[src/rtl/drv_pkg.sv]
package drv_pkg;
    // Mode encoding is {clr_n, en_n}
    typedef enum logic [1:0] {
        MD_DEMUX = 2'b00,
        MD_CLEAR = 2'b01,
        MD_WRITE = 2'b10,
        MD_HOLD  = 2'b11
    } mode_e;
endpackage

[src/rtl/drv_mode_dec.sv]
module drv_mode_dec
    import drv_pkg::*;
(
    input  logic  clr_n,
    input  logic  en_n,
    output mode_e mode
);
    always_comb begin
        unique case ({clr_n, en_n})
            2'b00:   mode = MD_DEMUX;
            2'b01:   mode = MD_CLEAR;
            2'b10:   mode = MD_WRITE;
            default: mode = MD_HOLD;
        endcase
    end
endmodule

[src/rtl/drv_sel_dec.sv]
module drv_sel_dec #(
    parameter int ADDR_W = 3,
    localparam int NUM_OUT = 2 ** ADDR_W
) (
    input  logic [ADDR_W-1:0]  addr,
    output logic [NUM_OUT-1:0] sel
);
    for (genvar g = 0; g < NUM_OUT; g++) begin : g_sel
        assign sel[g] = (addr == ADDR_W'(g));
    end
endmodule

[src/rtl/drv_latch_bank.sv]
module drv_latch_bank
    import drv_pkg::*;
#(
    parameter int NUM_OUT = 8
) (
    input  logic               clk,
    input  logic               rst,
    input  mode_e              mode,
    input  logic [NUM_OUT-1:0] sel,
    input  logic               din,
    output logic [NUM_OUT-1:0] lat
);
    logic [NUM_OUT-1:0] din_vec;
    assign din_vec = {NUM_OUT{din}};

    // State register: next state chosen by the decoded mode
    always_ff @(posedge clk) begin
        if (rst) begin
            lat <= '0;
        end else begin
            unique case (mode)
                MD_WRITE: lat <= (lat & ~sel) | (sel & din_vec);
                MD_HOLD:  lat <= lat;
                MD_CLEAR: lat <= '0;
                MD_DEMUX: lat <= sel & din_vec;
            endcase
        end
    end


    reset_off_chk: assert property (@(posedge clk) rst |=> (lat == '0));


    write_sel_chk: assert property (@(posedge clk) disable iff (rst)
        (mode == MD_WRITE) |=> ((lat & $past(sel)) == ($past(sel) & {NUM_OUT{$past(din)}})));


    write_keep_chk: assert property (@(posedge clk) disable iff (rst)
        (mode == MD_WRITE) |=> ((lat & ~$past(sel)) == ($past(lat) & ~$past(sel))));


    hold_keep_chk: assert property (@(posedge clk) disable iff (rst)
        (mode == MD_HOLD) |=> $stable(lat));


    clear_off_chk: assert property (@(posedge clk) disable iff (rst)
        (mode == MD_CLEAR) |=> (lat == '0));


    demux_one_chk: assert property (@(posedge clk) disable iff (rst)
        (mode == MD_DEMUX) |=> ($onehot0(lat) && ($countones(lat) == int'($past(din)))));
endmodule

[src/rtl/addr_latch_drv.sv]
module addr_latch_drv
    import drv_pkg::*;
#(
    parameter int ADDR_W = 3,
    localparam int NUM_OUT = 2 ** ADDR_W
) (
    input  logic               clk,
    input  logic               rst,
    input  logic [ADDR_W-1:0]  sel_addr,
    input  logic               din,
    input  logic               en_n,
    input  logic               clr_n,
    output logic [NUM_OUT-1:0] drive_n,
    output logic [NUM_OUT-1:0] on_stat
);
    mode_e              mode;
    logic [NUM_OUT-1:0] sel;
    logic [NUM_OUT-1:0] lat;

    drv_mode_dec u_mode (
        .clr_n (clr_n),
        .en_n  (en_n),
        .mode  (mode)
    );

    drv_sel_dec #(.ADDR_W(ADDR_W)) u_sel (
        .addr (sel_addr),
        .sel  (sel)
    );

    drv_latch_bank #(.NUM_OUT(NUM_OUT)) u_bank (
        .clk  (clk),
        .rst  (rst),
        .mode (mode),
        .sel  (sel),
        .din  (din),
        .lat  (lat)
    );

    // Output process: status and active-low drive
    always_comb begin
        on_stat = lat;
        drive_n = ~lat;
    end


    sel_bit_chk: assert property (@(posedge clk) disable iff (rst)
        (mode == MD_DEMUX && din) |=> on_stat[$past(sel_addr)]);
endmodule

[config.mk]
export PLATFORM = sky130hd
export DESIGN_NAME = addr_latch_drv
export DESIGN_NICKNAME = d
export VERILOG_FILES = /design/src/rtl/drv_pkg.sv /design/src/rtl/drv_mode_dec.sv /design/src/rtl/drv_sel_dec.sv /design/src/rtl/drv_latch_bank.sv /design/src/rtl/addr_latch_drv.sv
export SDC_FILE = /design/constraint.sdc
export NUM_CORES = 1
export LEC_CHECK = 0
export BUFFER_PORTS_ARGS = -buffer_cell sky130_fd_sc_hd__buf_2
export CAP_MARGIN = 20
export CORE_MARGIN = 10
export CORE_UTILIZATION = 27
export CTS_CLUSTER_SIZE = 28
export DETAILED_ROUTE_END_ITERATION = 10
export PLACE_DENSITY = 0.53
export SLEW_MARGIN = 20
export SYNTH_ARGS = -nofsm -noshare
export SYNTH_HDL_FRONTEND = slang
export SYNTH_SLANG_ARGS = --single-unit
[constraint.sdc]
create_clock -name clk -period 0.96 [get_ports clk]
set_input_delay 0.096 -clock clk [delete_from_list [all_inputs] [get_ports clk]]
set_output_delay 0.096 -clock clk [all_outputs]
set_load 0.005 [all_outputs]
==> out/metrics.cfg, run 1 <==
[layout]
antenna_cells=0
fin_cells=83
layout.nets=77
drive_above_1_share_pct=43.3
final_util_pct=38.5
areaGrowthSynthToFinish_pct=35.5

[timing]
hold_viol=0
relSlewSlack_pct=74.7
setup_viol=0
setup-tns-final_ns=0
tightest_slew_ns=0.375
finalMaxSlewViolations=0
finalCriticalPeriod_ns=0.872
finClkSkew_ns=0
hold_ws_ns=0.175
fmax_ghz=1.15
rsz0062_at_grt=false
fin_crit_sh_pct=90.8

[power_and_ir_drop]
peakVddDrop_uv=485
internal_power_mw=0.519
p_per_area_mw_per_mm2=1190
p_clk_share_pct=38.4
p_switching_mw=0.161
power.leakage_nw=0.227
pwr-share-comb_pct=11.5
switching_share_pct=23.6
pwr-share-seq_pct=50.1

[status]
status=completed

[setup_path]
timing.reg2reg.setup_slack_ns=0.34
worst-path-buf-inv=2
path_cells=inv_1 > buf_2
critPathKind=reg -> out
critPathSlowestCell=dfxtp_1
crit_path_max_incr_delay_ns=0.36
crit_required_ns=0.86
critical_path.top_delay_family=flip-flops
worst_setup_path_start_kind=register
arrival_ns=0.78
reg2regPathDepth=2
path_max_fanout=3
end_kind=output pin

[placed_design]
placedCellCount=80
io_buffers=23
gp_congestion=0.699
dp_hpwl_um=845

[clock_tree]
cts_hold_buf=0
numClockSinks=8
tritoncts=done
post_cts_buffers=0
cts_buffer_depth=2
clk_latency_ns=0.26
cts_buffers=3
root_buffer=clkbuf_4
cts_max_level=1
clkTransAtPathRegs_ns=0.06
cts_resized=0

[synth]
yosys.area.top_type=dfxtp_1
synth_nets=51
yosysUniqueCellTypes=11
postSynthCellCount=43
ys_seq_area_share_pct=37.9
synth-main-ff-cell=dfxtp_1
synth_area_um2=423
synth.top_cells.by_count=dfxtp_1 (8), inv_1 (8), mux2i_1 (8), nand3b_1 (8)
syn_avg_cell_area_um2=9.84
ys_warn_count=0
async_flop_share_pct=0
ys_ff_latch=8
yosysTopAreaCellShare_pct=37.9
synth_area_leaders=dfxtp_1 (38%), mux2i_1 (19%), nand3b_1 (14%), and4bb_2 (8.9%), inv_1 (7.1%)
synth_edf_count=0

[detailed_routing]
via_per_inst=4.63
num_vias=384
firstDrtPassIters=4
routedWlPerCell_um=13.1
drtIter0Drc=7
drt-total-wl_um=1090
drc=0
ant_nets=0

[run]
maxCapViolCount=0

[die]
die_w_um=59.6
core-area_mm2=0.00149
start_util_pct=28.4
die_y_um=59.6
std_cell_rows=14
die-area_mm2=0.00355
ios=24

[grt]
grt_max_degree=10
track_usage_pct=6.67
grt.overflow.total=0
antenna_found_initial=0
grt_pass1_vias=408
grt_pass1_wl_um=1790

[min_path]
hp-class=in -> reg
min_path_cells=3
hold_path.startpoint=clr_n

## worst min-delay path, stage by stage
cell and delay (ns):
buf_2 0.15, nand3b_1 0.08, mux2i_1 0.05
## worst max-delay path by stage
stage	cells past startpoint	end	slack, ns	start
after global routing	2	drive_n[2]	0.04	register
after CTS	2	drive_n[2]	0.07	register
after global placement	3	register	0.009	sel_addr[1]
final	2	drive_n[2]	0.09	register
after floorplan	2	register	0.26	sel_addr[0]
after detailed placement	3	register	0.02	sel_addr[1]
## through the flow
stage | total power [mW] | area, um2 | setup slack [ns]
final | 0.679 | 573 | 0.0879
after global routing | 0.712 | 573 | 0.0432
after CTS | 0.696 | 573 | 0.0671
after detailed placement | 0.427 | 551 | 0.0157
after global placement | 0.427 | 551 | 0.00862
after floorplan | 0.385 | 423 | 0.258
## kinds of logic (layout without fill, tap and decap cells)
kind of cell | Yosys count | after routing | synth area share [%]
AND/OR/NAND/NOR | 17 | 17 | 34.3
buffers and inverters | 10 | 34 | 8.87
multiplexers | 8 | 8 | 18.9
flip-flops | 8 | 8 | 37.9
## final cells by class
type / count / area, um2
inverter: 8 / 30.0
multi-input combinational: 25 / 225
timing repair buffer: 23 / 115
tap: 16 / 20.0
sequential: 8 / 160
clock buffer: 3 / 22.5
fill: 151 / 916
## power by group through the flow
stage          combinational [mW]  sequential, mW  clock (mW)
2_1_floorplan              0.0372           0.348           0
3_3_place_gp               0.0797           0.347           0
3_5_place_dp               0.0798           0.348           0
4_1_cts                    0.0800           0.340       0.275
5_1_grt                    0.0866           0.341       0.285
6_report                   0.0783           0.340       0.261
## per-layer routing
layer	vias up	wire length [um]	track usage, %
li1	200	-	-
met1	171	514	7.63
met2	13	478	9.21
met3	0	94	3.43
met4	0	0	4.81
met5	-	0	0
## cells in the final DEF, fill, tap and decap left out, drive strengths merged
| master | netlist | layout |
|---|---|---|
| and4bb | 3 | 3 |
| buf | 1 | 23 |
| clkbuf | 1 | 3 |
| dfxtp | 8 | 8 |
| inv | 8 | 8 |
| mux2i | 8 | 8 |
| nand2b | 1 | 1 |
| nand3b | 8 | 8 |
| nand4b | 1 | 1 |
| nor4 | 1 | 1 |
| nor4b | 3 | 3 |
Note: power is estimated with default switching activity, not from simulation.
==> inputs of run 2 (changes only) <==
Settings changed: REMOVE_ABC_BUFFERS set to 1, SETUP_SLACK_MARGIN set to 0.2.
Clock period 0.96 ns to 1 ns, I/O delays scaled along.
==> run 2 against run 1 <==
Effect of this change:
- routed wire length increased by 11%
- first-iteration DRC count unchanged
- largest power group unchanged
- core utilization rose by 3.7 points
- design area grew 9.6%
- worst hold slack improved by 0.013 ns
- largest cell class unchanged
- critical endpoint is now drive_n[3]
- clock power is 5% lower
==> out/metrics.cfg, run 2 (synthesis gave the netlist of run 1 again) <==
[power_and_ir_drop]
p_clk_share_pct=37.6  ; -0.8 points
pwr-share-seq_pct=49.8  ; -0.3 points
p_per_area_mw_per_mm2=1050  ; -11%
pwr-share-comb_pct=12.6  ; +1.1 points
p_switching_mw=0.156  ; -2.9%
internal_power_mw=0.503  ; -3.0%
report.power.total_mw=0.659  ; -3.0%
power.leakage_nw=0.250  ; +10%
peakVddDrop_uv=512  ; +5.4%
switching_share_pct=23.7  ; about the same

[clock_tree]
cts_buffer_depth=2  ; unchanged
numClockSinks=8  ; unchanged
clkTransAtPathRegs_ns=0.05  ; about the same
cts_max_level=1  ; unchanged
clk_latency_ns=0.25  ; about the same
cts_hold_buf=0  ; unchanged
cts_buffers=3  ; unchanged
tritoncts=done
root_buffer=clkbuf_4

[layout]
layout.nets=78  ; +1.3%
drive_above_1_share_pct=61.8  ; +18 points
finalInstanceArea_um2=628  ; +9.6%
layout_common_cells=buf_2 (17), nand3b_1 (8), mux2i_1 (8), dfxtp_2 (8), buf_6 (6)
fin_cells=84  ; +1.2%
antenna_cells=0  ; unchanged
areaGrowthSynthToFinish_pct=48.5
final_common_cell=buf_2

[timing]
hold_viol=0  ; unchanged
relSlewSlack_pct=73.5  ; -1.2 points
fmax_ghz=1.19
setup-tns-final_ns=0  ; unchanged
setup_viol=0  ; unchanged
finClkSkew_ns=0  ; unchanged
hold_ws_ns=0.188  ; +0.0129 ns
tightest_slew_ns=0.392  ; +0.0174 ns
finalCriticalPeriod_ns=0.843
fin_crit_sh_pct=84.3
finalMaxSlewViolations=0  ; unchanged
rsz0062_at_grt=true

[setup_path]
end_kind=output pin
critical_path.top_delay_family=flip-flops
critPathKind=reg -> out
worst-path-buf-inv=2  ; unchanged
path_cells=inv_2 > buf_6
crit_required_ns=0.90  ; +0.04 ns
path_max_fanout=3  ; unchanged
worst_setup_path_start_kind=register
critPathSlowestCell=dfxtp_2
arrival_ns=0.74  ; -0.04 ns
crit_path_max_incr_delay_ns=0.35  ; about the same
timing.reg2reg.setup_slack_ns=0.28  ; -0.06 ns

[detailed_routing]
routedWlPerCell_um=14.4  ; +10%
ant_nets=0  ; unchanged
drt-total-wl_um=1210  ; +11%
firstDrtPassIters=4  ; unchanged
num_vias=416  ; +8.3%
drtIter0Drc=7  ; unchanged
via_per_inst=4.95  ; +7.0%
drc=0  ; unchanged

[grt]
grt_pass1_wl_um=1810  ; +1.1%
antenna_found_initial=0  ; unchanged
grt_pass1_vias=393  ; -3.7%
grt_max_degree=10  ; unchanged
track_usage_pct=6.71  ; +0.040 points
grt.overflow.total=0  ; unchanged

[die]
die_w_um=59.6  ; unchanged
std_cell_rows=14  ; unchanged
core-area_mm2=0.00149  ; unchanged
start_util_pct=28.4  ; unchanged
die-area_mm2=0.00355  ; unchanged
ios=24  ; unchanged
die_y_um=59.6  ; unchanged

[run]
maxCapViolCount=0  ; unchanged

[placed_design]
placed_area_um2=551  ; unchanged
io_buffers=23  ; unchanged
dp_hpwl_um=874  ; +3.5%
placedCellCount=80  ; unchanged
gp_congestion=0.666  ; -4.7%

[min_path]
hp-class=in -> reg

[status]
status=completed

## run 2: layer usage
metal	vias up	global-route usage (%)	routed length, um
met3	2	5.79	143
met4	0	2.88	10
met1	192	6.77	529
met2	20	9.66	528
li1	202	-	-
met5	-	0	0
## run 2: worst min-delay path: cells and delay by family
family	cells	cell delay, ns
buf+inv	1	0.15
simple gates	1	0.09
mux	1	0.05
## run 2: timing repair
action | CTS | global route
endpoints found under the setup margin | 16 | 16
gates resized for setup | 8 | 10
endpoints found under the hold margin | 0 | 0
cloned | 0 | 0
setup buffers | 1 | 0
## run 2: final timing paths
path	from	end	cells after the start
worst max-delay path	register	drive_n[3]	2
worst min-delay path	clr_n	register	3
worst max register to register	register	register	3
worst min register to register	register	register	2
## run 2: area by class of cell
cell class,count,area (um2)
Clock buffer,3,22.5
Sequential cell,8,170
Inverter,8,30.0
Tap cell,16,20.0
Timing Repair Buffer,24,160
Multi-Input combinational cell,25,225
Fill cell,156,861
## run 2: stage by stage
step	setup WS, ns	util [%]
2_1_floorplan	0.293	-
3_3_place_gp	0.0647	37.0
3_5_place_dp	0.0370	37.0
4_1_cts	0.149	39.7
5_1_grt	0.129	42.2
6_report	0.157	42.2
## run 2: power groups by stage
stage | registers (mW) | clock network [mW] | logic, mW
after floorplan | 0.334 | 0 | 0.0306
after global placement | 0.334 | 0 | 0.0774
after detailed placement | 0.334 | 0 | 0.0768
after CTS | 0.327 | 0.256 | 0.0790
after global routing | 0.329 | 0.273 | 0.0892
final | 0.328 | 0.248 | 0.0829
